[config.mk]
export PLATFORM = sky130hd
export DESIGN_NAME = jtag_tap_port
export DESIGN_NICKNAME = d
export VERILOG_FILES = /design/src/rtl/jtag_tap_pkg.sv /design/src/rtl/jtag_tap_fsm.sv /design/src/rtl/jtag_tap_ir.sv /design/src/rtl/jtag_tap_dr.sv /design/src/rtl/jtag_tap_port.sv
export SDC_FILE = /design/constraint.sdc
export NUM_CORES = 1
export LEC_CHECK = 0
export ABC_AREA = 1
export BUFFER_PORTS_ARGS = -buffer_cell sky130_fd_sc_hd__buf_2
export CORE_MARGIN = 3
export CORE_UTILIZATION = 45
export DETAILED_ROUTE_END_ITERATION = 12
export PLACE_DENSITY_LB_ADDON = 0.12
export SETUP_SLACK_MARGIN = 0.4
export SLEW_MARGIN = 20
export SYNTH_ARGS = -nofsm -noshare
export SYNTH_HDL_FRONTEND = slang
export SYNTH_SLANG_ARGS = --single-unit
[constraint.sdc]
create_clock -name tck -period 1.3 [get_ports tck]
set_clock_uncertainty 0.1 [all_clocks]
set_input_delay 0.195 -clock tck [delete_from_list [all_inputs] [get_ports tck]]
set_output_delay 0.195 -clock tck [all_outputs]
set_load 0.01 [all_outputs]
[src/rtl/jtag_tap_pkg.sv]
// Package: shared controller state encoding and data-register selection type.
// Assumes: the 4-bit state code is private to the port; no external decoder
// depends on the numeric values.
package jtag_tap_pkg;

    typedef enum logic [3:0] {
        ST_EX2_DR  = 4'h0,
        ST_EX1_DR  = 4'h1,
        ST_SH_DR   = 4'h2,
        ST_PAU_DR  = 4'h3,
        ST_SEL_IR  = 4'h4,
        ST_UPD_DR  = 4'h5,
        ST_CAP_DR  = 4'h6,
        ST_SEL_DR  = 4'h7,
        ST_EX2_IR  = 4'h8,
        ST_EX1_IR  = 4'h9,
        ST_SH_IR   = 4'hA,
        ST_PAU_IR  = 4'hB,
        ST_IDLE    = 4'hC,
        ST_UPD_IR  = 4'hD,
        ST_CAP_IR  = 4'hE,
        ST_RESET   = 4'hF
    } tap_state_e;

    typedef enum logic [1:0] {
        SEL_BYPASS = 2'd0,
        SEL_IDENT  = 2'd1,
        SEL_CHAIN  = 2'd2
    } dr_sel_e;

endpackage

[src/rtl/jtag_tap_fsm.sv]
// Module: sixteen-state scan controller plus the IR/DR strobe decode.
// Assumes: tms is stable around the rising tck edge; trst_n is a synchronous
// active-low reset sampled on the same edge.
module jtag_tap_fsm
    import jtag_tap_pkg::*;
(
    input  logic       tck,
    input  logic       trst_n,
    input  logic       tms,
    output tap_state_e state,
    output logic       ir_clock,
    output logic       ir_shift,
    output logic       ir_update,
    output logic       dr_clock,
    output logic       dr_shift,
    output logic       dr_update
);

    tap_state_e state_nx;

    // Next-state table driven by the sampled mode select.
    always_comb begin
        case (state)
            ST_RESET:  state_nx = tms ? ST_RESET  : ST_IDLE;
            ST_IDLE:   state_nx = tms ? ST_SEL_DR : ST_IDLE;
            ST_SEL_DR: state_nx = tms ? ST_SEL_IR : ST_CAP_DR;
            ST_CAP_DR: state_nx = tms ? ST_EX1_DR : ST_SH_DR;
            ST_SH_DR:  state_nx = tms ? ST_EX1_DR : ST_SH_DR;
            ST_EX1_DR: state_nx = tms ? ST_UPD_DR : ST_PAU_DR;
            ST_PAU_DR: state_nx = tms ? ST_EX2_DR : ST_PAU_DR;
            ST_EX2_DR: state_nx = tms ? ST_UPD_DR : ST_SH_DR;
            ST_UPD_DR: state_nx = tms ? ST_SEL_DR : ST_IDLE;
            ST_SEL_IR: state_nx = tms ? ST_RESET  : ST_CAP_IR;
            ST_CAP_IR: state_nx = tms ? ST_EX1_IR : ST_SH_IR;
            ST_SH_IR:  state_nx = tms ? ST_EX1_IR : ST_SH_IR;
            ST_EX1_IR: state_nx = tms ? ST_UPD_IR : ST_PAU_IR;
            ST_PAU_IR: state_nx = tms ? ST_EX2_IR : ST_PAU_IR;
            ST_EX2_IR: state_nx = tms ? ST_UPD_IR : ST_SH_IR;
            ST_UPD_IR: state_nx = tms ? ST_SEL_DR : ST_IDLE;
            default:   state_nx = ST_RESET;
        endcase
    end

    // State register, forced to Test-Logic-Reset by trst_n.
    always_ff @(posedge tck) begin
        if (!trst_n) state <= ST_RESET;
        else         state <= state_nx;
    end

    // Strobe decode for the instruction and data paths.
    always_comb begin
        ir_clock  = (state == ST_CAP_IR) || (state == ST_SH_IR);
        ir_shift  = (state == ST_SH_IR);
        ir_update = (state == ST_UPD_IR);
        dr_clock  = (state == ST_CAP_DR) || (state == ST_SH_DR);
        dr_shift  = (state == ST_SH_DR);
        dr_update = (state == ST_UPD_DR);
    end

    // Checker-only count of consecutive high tms samples, saturating at five.
    logic [2:0] ones_run;
    always_ff @(posedge tck) begin
        if (!trst_n)          ones_run <= 3'd0;
        else if (!tms)        ones_run <= 3'd0;
        else if (ones_run < 3'd5) ones_run <= ones_run + 3'd1;
    end

    assert_five_ones_reset_R1: assert property (@(posedge tck) disable iff (!trst_n)
        (ones_run >= 3'd5) |-> (state == ST_RESET));

    assert_trst_forces_reset_R2: assert property (@(posedge tck)
        !trst_n |=> (state == ST_RESET));

    assert_strobes_exclusive_R10: assert property (@(posedge tck) disable iff (!trst_n)
        $onehot0({ir_shift, dr_shift, ir_update, dr_update}));

endmodule

[src/rtl/jtag_tap_ir.sv]
// Module: instruction register with capture/shift stage, falling-edge
// update stage and decode into a data-register selection.
// Assumes: IR_W >= 2; the bypass code is all ones; unknown codes go to bypass.
module jtag_tap_ir
    import jtag_tap_pkg::*;
#(
    parameter int             IR_W      = 10,
    parameter logic [IR_W-1:0] OP_EXTEST = 10'h000,
    parameter logic [IR_W-1:0] OP_SAMPLE = 10'h005,
    parameter logic [IR_W-1:0] OP_IDCODE = 10'h006
) (
    input  logic       tck,
    input  logic       trst_n,
    input  tap_state_e state,
    input  logic       tdi,
    output logic       ir_so,
    output dr_sel_e    dr_sel
);

    localparam logic [IR_W-1:0] CAP_WORD  = {{(IR_W-2){1'b0}}, 2'b01};
    localparam logic [IR_W-1:0] OP_BYPASS = '1;

    logic [IR_W-1:0] ir_sr;
    logic [IR_W-1:0] ir_q;

    // Shift stage: capture fixed pattern, then shift toward bit 0.
    always_ff @(posedge tck) begin
        if (!trst_n)                ir_sr <= CAP_WORD;
        else if (state == ST_CAP_IR) ir_sr <= CAP_WORD;
        else if (state == ST_SH_IR)  ir_sr <= {tdi, ir_sr[IR_W-1:1]};
    end

    // Update stage: loads on the falling edge in Update-IR, IDCODE in reset.
    always_ff @(negedge tck) begin
        if (!trst_n)                 ir_q <= OP_IDCODE;
        else if (state == ST_RESET)  ir_q <= OP_IDCODE;
        else if (state == ST_UPD_IR) ir_q <= ir_sr;
    end

    // Instruction decode; bypass covers the all-ones code and unknown codes.
    always_comb begin
        if (ir_q == OP_BYPASS)                          dr_sel = SEL_BYPASS;
        else if (ir_q == OP_IDCODE)                     dr_sel = SEL_IDENT;
        else if (ir_q == OP_SAMPLE || ir_q == OP_EXTEST) dr_sel = SEL_CHAIN;
        else                                            dr_sel = SEL_BYPASS;
    end

    assign ir_so = ir_sr[0];

    assert_capture_pattern_R5: assert property (@(posedge tck) disable iff (!trst_n)
        (state == ST_CAP_IR) |=> (ir_sr == CAP_WORD));

    assert_ir_holds_R11: assert property (@(posedge tck) disable iff (!trst_n)
        (state != ST_UPD_IR && state != ST_RESET) |-> $stable(ir_q));

endmodule

[src/rtl/jtag_tap_dr.sv]
// Module: built-in data registers (one-bit bypass, identification word)
// and the data-path serial-out select including the external chain.
// Assumes: dr_sel is stable during a DR scan (it only changes in Update-IR).
module jtag_tap_dr
    import jtag_tap_pkg::*;
#(
    parameter int              ID_W     = 32,
    parameter logic [ID_W-1:0] ID_VALUE = 32'h4BA06C3D
) (
    input  logic       tck,
    input  logic       trst_n,
    input  tap_state_e state,
    input  logic       tdi,
    input  dr_sel_e    dr_sel,
    input  logic       chain_so,
    output logic       dr_so
);

    localparam logic [ID_W-1:0] ID_WORD = {ID_VALUE[ID_W-1:1], 1'b1};

    logic            bypass_q;
    logic [ID_W-1:0] id_sr;

    // Bypass stage: zero on capture, one-bit delay on shift.
    always_ff @(posedge tck) begin
        if (!trst_n)                 bypass_q <= 1'b0;
        else if (state == ST_CAP_DR) bypass_q <= 1'b0;
        else if (state == ST_SH_DR)  bypass_q <= tdi;
    end

    // Identification stage: loads the fixed word, shifts toward bit 0.
    always_ff @(posedge tck) begin
        if (!trst_n)
            id_sr <= ID_WORD;
        else if (dr_sel == SEL_IDENT && state == ST_CAP_DR)
            id_sr <= ID_WORD;
        else if (dr_sel == SEL_IDENT && state == ST_SH_DR)
            id_sr <= {tdi, id_sr[ID_W-1:1]};
    end

    // Serial-out select for the data path.
    always_comb begin
        case (dr_sel)
            SEL_IDENT: dr_so = id_sr[0];
            SEL_CHAIN: dr_so = chain_so;
            default:   dr_so = bypass_q;
        endcase
    end

    assert_bypass_capture_R7: assert property (@(posedge tck) disable iff (!trst_n)
        (state == ST_CAP_DR) |=> (bypass_q == 1'b0));

    assert_ident_capture_R8: assert property (@(posedge tck) disable iff (!trst_n)
        (state == ST_CAP_DR && dr_sel == SEL_IDENT) |=> (id_sr[0] == 1'b1));

endmodule

[src/rtl/jtag_tap_port.sv]
// Module: top of the test access port. Ties the controller, instruction
// register and data registers together and launches tdo/tdo_oe on the
// falling tck edge.
// Assumes: the tdo pad driver uses tdo_oe; the external chain shifts on
// rising tck while dr_clock and dr_shift are high and bsr_select is set.
module jtag_tap_port
    import jtag_tap_pkg::*;
#(
    parameter int              IR_W      = 10,
    parameter int              ID_W      = 32,
    parameter logic [ID_W-1:0] ID_VALUE  = 32'h4BA06C3D,
    parameter logic [IR_W-1:0] OP_EXTEST = 10'h000,
    parameter logic [IR_W-1:0] OP_SAMPLE = 10'h005,
    parameter logic [IR_W-1:0] OP_IDCODE = 10'h006
) (
    input  logic tck,
    input  logic trst_n,
    input  logic tms,
    input  logic tdi,
    output logic tdo,
    output logic tdo_oe,
    output logic ir_clock,
    output logic ir_shift,
    output logic ir_update,
    output logic dr_clock,
    output logic dr_shift,
    output logic dr_update,
    output logic bsr_select,
    input  logic bsr_tdo
);

    tap_state_e state;
    dr_sel_e    dr_sel;
    logic       ir_so;
    logic       dr_so;

    jtag_tap_fsm u_fsm (
        .tck       (tck),
        .trst_n    (trst_n),
        .tms       (tms),
        .state     (state),
        .ir_clock  (ir_clock),
        .ir_shift  (ir_shift),
        .ir_update (ir_update),
        .dr_clock  (dr_clock),
        .dr_shift  (dr_shift),
        .dr_update (dr_update)
    );

    jtag_tap_ir #(
        .IR_W      (IR_W),
        .OP_EXTEST (OP_EXTEST),
        .OP_SAMPLE (OP_SAMPLE),
        .OP_IDCODE (OP_IDCODE)
    ) u_ir (
        .tck    (tck),
        .trst_n (trst_n),
        .state  (state),
        .tdi    (tdi),
        .ir_so  (ir_so),
        .dr_sel (dr_sel)
    );

    jtag_tap_dr #(
        .ID_W     (ID_W),
        .ID_VALUE (ID_VALUE)
    ) u_dr (
        .tck      (tck),
        .trst_n   (trst_n),
        .state    (state),
        .tdi      (tdi),
        .dr_sel   (dr_sel),
        .chain_so (bsr_tdo),
        .dr_so    (dr_so)
    );

    assign bsr_select = (dr_sel == SEL_CHAIN);

    // Falling-edge launch of serial data and its pad enable.
    always_ff @(negedge tck) begin
        if (!trst_n) begin
            tdo    <= 1'b0;
            tdo_oe <= 1'b0;
        end else begin
            tdo    <= (state == ST_SH_IR) ? ir_so : dr_so;
            tdo_oe <= (state == ST_SH_IR) || (state == ST_SH_DR);
        end
    end

    assert_oe_only_shift_R4: assert property (@(posedge tck) disable iff (!trst_n)
        tdo_oe |-> (state == ST_SH_IR || state == ST_SH_DR));

    assert_oe_off_idle_R4: assert property (@(posedge tck) disable iff (!trst_n)
        (state == ST_IDLE && $past(state) == ST_IDLE) |-> !tdo_oe);

endmodule

# After elaboration in Yosys (flattened, before gate mapping)
# Cells that the tools add are included.
[classes]
add_sub_neg = 0
multipliers = 0
div = 0
n_lt_le_gt_ge = 0
eq_ne = 20
shift = 0
muxes = 18
bitwise = 1
n_reduce_logical = 15
[ops]
columns = ["operator", "count"]
rows = [
  ["$pmux 4 s12", 1],
  ["$eq 4x4->1 const B", 8],
  ["$eq 10x3->1 const B", 2],
  ["$mux 2", 9],
  ["$eq 4x3->1 const B", 4],
  ["$mux 3", 4],
  ["$reduce_or 2->1", 6],
  ["$eq 10x10->1 const B", 1],
  ["$logic_not 10->1", 1],
  ["$eq 4x2->1 const B", 2],
  ["$eq 4x1->1 const B", 1],
  ["$logic_not 4->1", 1],
  ["$logic_or 1x1->1", 4],
  ["$mux 4", 1],
  ["$reduce_or 3->1", 1],
  ["$eq 2x1->1 const B", 1],
  ["$eq 2x2->1 const B", 1],
  ["$logic_and 1x1->1", 2],
  ["$mux 1", 2],
  ["$pmux 1 s2", 1],
  ["$not 1->1", 1],
]
[totals]
regBits = 59
latchBits = 0
ram_bits = 0
romBits = 0
inputBits = 5
output_inout_bits = 9
word_cells = 61
mem_count = 0

# Depth between registers and ports, before layout
# Gate-level depths: netlist of run 1.
[logic_depth]
word_depth = 8
depth_mapped = 9
ltp_nobuf = 8

# Hierarchy
# Synthesis of run 1 repeated with hierarchy kept, for this count alone.
[hier_totals]
cells_unflattened = 414
area_unflattened_um2 = 2925.3
[by_module_without_submodules]
columns = ["module", "instances", "cells_per_inst", "area_each_um2", "seq_area_each_um2"]
rows = [
  ["jtag_tap_dr", 1, 206, 1582.8, 660.6],
  ["jtag_tap_ir", 1, 144, 943.4, 400.4],
  ["jtag_tap_fsm", 1, 48, 294.0, 80.1],
  ["jtag_tap_port", 1, 16, 105.1, 40.0],
]

==> results of run 1 <==
## state kept, by name, indices dropped and copies added, names as in the netlist
signal         count
u_dr.id_sr        32
u_dr.bypass_q      1
tdo_oe             1
u_fsm.state        4
u_ir.ir_q         10
tdo                1
u_ir.ir_sr        10
## kinds of logic after synthesis
group	count (synthesis)	share of synthesized area, %
AOI/OAI and AO/OA	51	11.52
buffers and inverters	38	7.802
DFF	59	50.11
and+or+nand+nor	169	30.57
## layout make-up
class,count,area share [%]
clock buffers,13,4.689
clock inverters,15,3.191
inverters,24,3.159
multi-input cells,220,32.14
flip-flops and latches,59,31.06
well taps,67,2.182
repair buffers,90,23.28
repair inverters,2,0.2931
## metrics by stage
stage | area (µm²) | setup WS, ns | cells
floorplan | 2507 | -0.6327 | 317
detailed placement | 2938 | -0.7225 | 436
CTS | 3684 | -0.9899 | 481
finish | 3842 | -0.9930 | 490
global route | 3842 | -1.078 | 490
global placement | 2938 | -0.6915 | 436
## worst min-delay path, cell delays in order
cell and delay, ns:
buf_2 0.13, nand2_1 0.07, a21oi_1 0.06
## metal layers
layer	share of wire [%]	track usage [%]	routed length, µm
met5	0	0	0
met4	1.0	10.66	72
met3	4.1	4.931	281
met2	49	39.47	3407
met1	46	31.38	3158
## how the worst min path moves through the flow
stage                             endpoint  slack [ns]  cells after the start
2_1_floorplan    u_fsm.state[1]$_SDFF_PN1_        0.21                      2
3_3_place_gp   u_dr.id_sr[10]$_SDFFE_PP1P_        0.34                      2
3_5_place_dp    u_dr.id_sr[5]$_SDFFE_PP1P_        0.34                      2
4_1_cts         u_ir.ir_sr[9]$_SDFFE_PP0P_        0.04                      3
5_1_grt         u_ir.ir_sr[9]$_SDFFE_PP0P_        0.05                      3
6_report        u_ir.ir_sr[9]$_SDFFE_PP0P_        0.05                      3
## synth_stat cells, drive strengths merged
cell / count / area (µm²)
o2111ai: 1 / 8.760
o211ai: 2 / 15.01
nor2: 52 / 220.2
clkinv: 2 / 8.750
nor2b: 1 / 6.260
o31ai: 1 / 7.510
nand4: 3 / 18.77
nor3: 3 / 15.01
a21oi: 22 / 110.1
dfxtp: 59 / 1181
buf: 10 / 76.32
inv: 23 / 86.33
o22ai: 1 / 6.260
clkbuf: 3 / 12.51
nand2: 84 / 317.8
o21ai: 24 / 123.9
nand3: 26 / 142.6
## report_power, final
group	leakage, nW	total [mW]	switching [mW]	internal [mW]
Sequential	0.480	2.30	0.201	2.10
Combinational	1.16	4.07	2.00	2.06
Clock	0.198	2.28	0.838	1.45
## timing repair
item / in CTS / in global routing
resized for setup: 62 / 18
pin swaps: 15 / 10
cloned: 6 / 0
setup endpoints to repair: 68 / 68
buffers inserted: 12 / 9
==> impl_metrics.csv, run 1 <==
group,metric,value,unit
run_status,status,"finished, violations left",
run_status,violations,"setup timing",
routing,vias_per_cell,4.988,
clock_network,clk_pin_slew,0.07,ns
setup_path,endpoint,"bsr_select",
clock_network,cts_max_path_buffers,2,
routing,drt_wl_total,6.919,mm
timing,fin_tns_setup,-41.93,ns
setup_path,reg2reg_to,"u_dr.id_sr[7]$_SDFFE_PP0P_",
setup_path,cpPeakStageDelay,0.30,ns
timing,setup_slack,-0.9930,ns
placement,dp_hpwl,3.556,mm
routing,final_antenna_net_count,0,
clock_network,cts_buffers,9,
clock_network,htreeDepth,3,
setup_path,r2r_setup_slack,-0.95,ns
grt,overflow,0,
timing,setup_viol,68,
timing,worst_pin_slew,0.2623,ns
clock_network,cts_tree,"yes",
logic_synthesis,synth_area,2357,µm²
power,p_per_area,2251,nW/µm²
power,p_total,8.650,mW
setup_path,path_cells,"nor2_1 -> nand2_1 -> nor2_4 -> buf_6 -> nor2b_4 -> buf_6",
routing,first_pass_iters,4,
floorplan,die_y,78.38,µm
power,max-vdd-ir-drop,0.001504,V
setup_path,setup.worst_path.start,"u_ir.ir_q[8]$_SDFFE_NP0P_",
hold_path,hp-class,"in -> reg",
floorplan,core,4880,µm²
finish,multiInputGateArea,1235,µm²
logic_synthesis,syn-num-nets,322,
grt,first_global_vias,2432,
setup_path,crit_path_end_kind,"primary output",
floorplan,start_util,48.31,%
finish,diodes,0,
routing,wire_per_inst,14.12,µm
logic_synthesis,ys_seq_elements,59,
setup_path,slowest_stage,"dfxtp_1",
floorplan,die_width,78.38,µm
hold_path,holdCritStartpoint,"tdi",
finish,mostFrequentLayoutCells,"nand2_1, buf_4, dfxtp_1",
grt,track_usage,24.34,%
grt,grt_pass1_wl,11.65,mm
finish,finalCoreUtilization,78.74,%
timing,whs,0.05005,ns
finish,num-fill-cells,323,
timing,hold_viol_final,0,
routing,vias,2444,
setup_path,required,1.00,ns
routing,first_iter_violations,223,
setup_path,critical_path_depth,6,
logic_synthesis,syn_avg_cell_area,7.436,µm²
placement,io_buffers,13,
logic_synthesis,synthesis.instances,317,
setup_path,reg2reg_from,"u_ir.ir_q[8]$_SDFFE_NP0P_",
setup_path,critPathTopFamily,"simple AND/OR/NAND/NOR gates",
finish,regArea,1194,µm²
setup_path,crit_top_cell,"buf_6",
finish,final_common_cell,"nand2_1",
setup_path,rr_worst_depth,10,
floorplan,std_cell_rows,25,
power,p_leak,1.838,nW
logic_synthesis,ys_warn_count,0,
run,cap_viol_max_count,0,
floorplan,die_area,6143,µm²
clock_network,ctsHoldBuffers,0,
clock_network,clk_latency,0.39,ns
setup_path,critPathKind,"reg -> out",
finish,syn2layout_area_growth,63.00,%
timing,drv_slew,0,
routing,drc,0,
timing,relSlewSlack,82.49,%
setup_path,crit_path_start_kind,"flip-flop",
logic_synthesis,ys_types,27,
setup_path,crit_buf_inv,2,
placement,globalplace.congestion,0.8055,
finish,drive_above_1_share,42.55,%
finish,layout.nets,423,
setup_path,arrival,2.00,ns
clock_network,cts_num_sinks,59,
clock_network,clock-root-buffer,"clkbuf_8",
setup_path,crit_fanout,2,
timing,rsz0062_at_grt,"yes",
logic_synthesis,yosysSeqAreaShare,50.11,%
grt,antenna_found_initial,0,
floorplan,io_pins,14,
grt,grt_start_max_net_pins,15,
No activity file was read; power rests on OpenSTA's default activity.
==> run 2: changes to the inputs <==
- CTS_BUF_LIST: default -> sky130_fd_sc_hd__clkbuf_4
- SYNTH_HIERARCHICAL: default -> 1
- clock period: 1.3 -> 2 ns (I/O delays scaled with it)
==> run 2 against run 1 <==
  * The flow still finishes with violations (setup timing)
  * Routed wire length is 24% higher
  * First-iteration DRC count is 11% lower
  * Clock power decreased by 53%
  * Global-route usage decreased by 4.2 points
  * Synthesized area is 24% higher
  * Cell area grew 18%
  * Sequential share of layout area decreased by 4.5 points
  * Synthesized cell count rose by 31%
  * Largest power group unchanged
==> impl_metrics.csv, run 2 <==
group,metric,value,unit
finish,multiInputGateArea,1819,µm²
setup_path,crit_path_start_kind,"flip-flop",
finish,finalInstanceArea,4518,µm²
power,p_int,3.639,mW
clock_network,cts_num_sinks,59,
grt,use_met2,32.13,%
clock_network,cts_buffers,9,
finish,top_register,"u_dr/id_sr",
placement,globalplace.congestion,0.8420,
logic_synthesis,synthesis.instances,414,
floorplan,io_pins,14,
setup_path,crit_fanout,2,
routing,final_antenna_net_count,0,
routing,vias,2986,
floorplan,std_cell_rows,28,
routing,wire_per_inst,14.93,µm
run_status,status,"finished, violations left",
logic_synthesis,yosys-top-cells-count,"nand2_1, dfxtp_1, inv_1, nor2_1, nand4_1",
grt,antenna_found_initial,0,
floorplan,start_util,47.99,%
timing,setup_viol,46,
power,p_per_area,1353,nW/µm²
setup_path,arrival,2.58,ns
logic_synthesis,syn-num-nets,422,
run_status,violations,"setup timing",
hold_path,hp-class,"in -> reg",
grt,grt_util_met1,26.44,%
logic_synthesis,syn_avg_cell_area,7.066,µm²
setup_path,crit_top_cell,"buf_6",
routing,vias_per_cell,5.193,
logic_synthesis,ys_warn_count,6,
power,combPwrFrac,58.1,%
timing,setup_slack,-0.9796,ns
power,seq_power_share,24.5,%
placement,io_buffers,13,
power,p_leak,2.101,nW
grt,grt_util_met3,7.034,%
floorplan,die_area,7504,µm²
clock_network,htreeDepth,3,
logic_synthesis,yosysSeqAreaShare,40.38,%
finish,diodes,0,
logic_synthesis,ys_types,29,
routing,first_pass_iters,7,
setup_path,crit_path_end_kind,"primary output",
finish,largest_reg_flops,32,
timing,hold_viol_final,0,
setup_path,critPathKind,"reg -> out",
logic_synthesis,async_flop_share,0,%
floorplan,die_width,86.63,µm
finish,num-fill-cells,405,
power,power_frac_clock,17.4,%
timing,rsz0062_at_grt,"yes",
clock_network,cts_max_path_buffers,2,
logic_synthesis,yosysTopAreaCell,"dfxtp_1",
finish,syn2layout_area_growth,54.45,%
logic_synthesis,ys_seq_elements,59,
finish,reg_top3,"u_dr/id_sr (32), u_ir/ir_q (10), u_ir/ir_sr (10)",
clock_network,clock-root-buffer,"clkbuf_4",
grt,first_global_vias,2549,
power,p_sw_share,40.46,%
power,max-vdd-ir-drop,0.0009297,V
placement,dpl-instance-area,3247,µm²
logic_synthesis,post-synth-top-count-cell,"nand2_1",
setup_path,slowest_stage,"dfxtp_2",
floorplan,core,6096,µm²
finish,drive_above_1_share,43.80,%
routing,first_iter_violations,198,
clock_network,cts_tree,"yes",
routing,drc,0,
placement,dp_hpwl,4.225,mm
logic_synthesis,synth_area,2925,µm²
clock_network,clk_pin_slew,0.10,ns
logic_synthesis,yosysTopAreaCellShare,40.38,%
timing,fin_tns_setup,-30.35,ns
grt,overflow,0,
clock_network,ctsHoldBuffers,0,
logic_synthesis,synth-edff-count,0,
run,cap_viol_max_count,0,
routing,drt_wl_total,8.583,mm
finish,layout.nets,503,
power,netSwitchingPower,2.473,mW
finish,regArea,1202,µm²
grt,grt_pass1_wl,12.03,mm
setup_path,path_cells,"nor2_1 -> nand4_1 -> nor2_2 -> buf_6 -> buf_6 -> nor2_4 -> buf_6",
logic_synthesis,synth_flop_cell,"dfxtp_1",
finish,final_common_cell,"nand2_1",
logic_synthesis,synthTopCellsByArea,"dfxtp_1, nand2_1, nand4_1",
timing,relSlewSlack,75.00,%
grt,track_usage,20.14,%
timing,worst_pin_slew,0.3749,ns
setup_path,required,1.60,ns
clock_network,clk_latency,0.44,ns
floorplan,die_y,86.63,µm
setup_path,cpPeakStageDelay,0.31,ns
placement,dp_slack,-0.6476,ns
finish,mostFrequentLayoutCells,"nand2_1, inv_1, dfxtp_1",
grt,busiest_layer,"met2",
timing,drv_slew,0,
grt,grt_start_max_net_pins,33,
-- run 2: changes by cell type in the layout (fill, tap and decap cells not counted), sizes merged, moves of 2 or more --
cell,delta
bufbuf,-2
nand2,+38
inv,+35
clkinv,+2
o21ai,-23
a21oi,-2
nand4,+32
buf,-13
ha,+3
o211ai,-2
nand3,+2
nor2,+11
-- run 2: final timing paths --
| kind | start | to | slack [ns] | cells past startpoint |
|---|---|---|---|---|
| min | tdi | u_ir/ir_sr[9]$_SDFFE_PP0N_ | 0.11 | 3 |
| max reg2reg | u_ir/ir_q[7]$_SDFFE_NP0N_ | u_dr/id_sr[29]$_SDFFE_PP0P_ | -0.93 | 11 |
| min reg2reg | u_dr/id_sr[19]$_SDFFE_PP0P_ | u_dr/id_sr[19]$_SDFFE_PP0P_ | 0.37 | 2 |
| max | u_ir/ir_q[7]$_SDFFE_NP0N_ | bsr_select | -0.98 | 7 |
-- run 2: layer usage --
metal | vias up | wire length, µm
met3 | 11 | 407
met4 | 0 | 85
met5 | - | 0
met1 | 1418 | 3691
li1 | 1473 | -
met2 | 84 | 4399
-- run 2: layout make-up --
cell class | count | share of cell area (%)
clock inverter | 17 | 2.631
multi-input combinational | 276 | 40.27
sequential | 59 | 26.61
tap | 75 | 2.077
inverter | 61 | 6.148
timing repair buffer | 76 | 20.44
clock buffer | 11 | 1.828
-- run 2: metrics by stage --
step | power [mW] | utilization, % | hold WS (ns) | instances
after floorplan | 2.952 | - | 0.3349 | 414
after global placement | 3.460 | 53.26 | 0.3447 | 509
after detailed placement | 3.479 | 53.26 | 0.3488 | 509
after CTS | 5.286 | 64.08 | 0.06456 | 553
after global routing | 6.454 | 74.12 | 0.08791 | 575
final | 6.112 | 74.12 | 0.1108 | 575
-- run 2: cells by family (layout without fill, tap and decap cells) --
kind of cell             count (synthesis)  after routing  synth area share, %
AND/OR/NAND/NOR                        248            250                40.72
buffers and inverters                   81            165                13.47
flip-flops                              59             59                40.38
AO/OA/AOI/OAI                           22             22                3.850
adder cells (fa/ha/maj)                  3              3                1.283
XOR/XNOR                                 1              1               0.2995
-- run 2: worst max-delay path: cells and delay by family (launching register included) --
kind | cells | cell delay [ns]
AND/OR/NAND/NOR | 4 | 0.49
flip-flops | 1 | 0.31
buffers and inverters | 3 | 0.34
-- run 2: power groups by stage --
| stage | logic, mW | registers [mW] | clock network [mW] |
|---|---|---|---|
| 2_1_floorplan | 1.36 | 1.55 | 0.0432 |
| 3_3_place_gp | 1.92 | 1.50 | 0.0432 |
| 3_5_place_dp | 1.94 | 1.50 | 0.0432 |
| 4_1_cts | 2.72 | 1.49 | 1.08 |
| 5_1_grt | 3.78 | 1.51 | 1.17 |
| 6_report | 3.55 | 1.49 | 1.07 |
-- run 2: timing repair --
item	in CTS	in global routing
gates resized for setup	61	104
gates cloned	5	2
pin swaps	19	34
buffers inserted	13	20
setup endpoints to repair	53	62
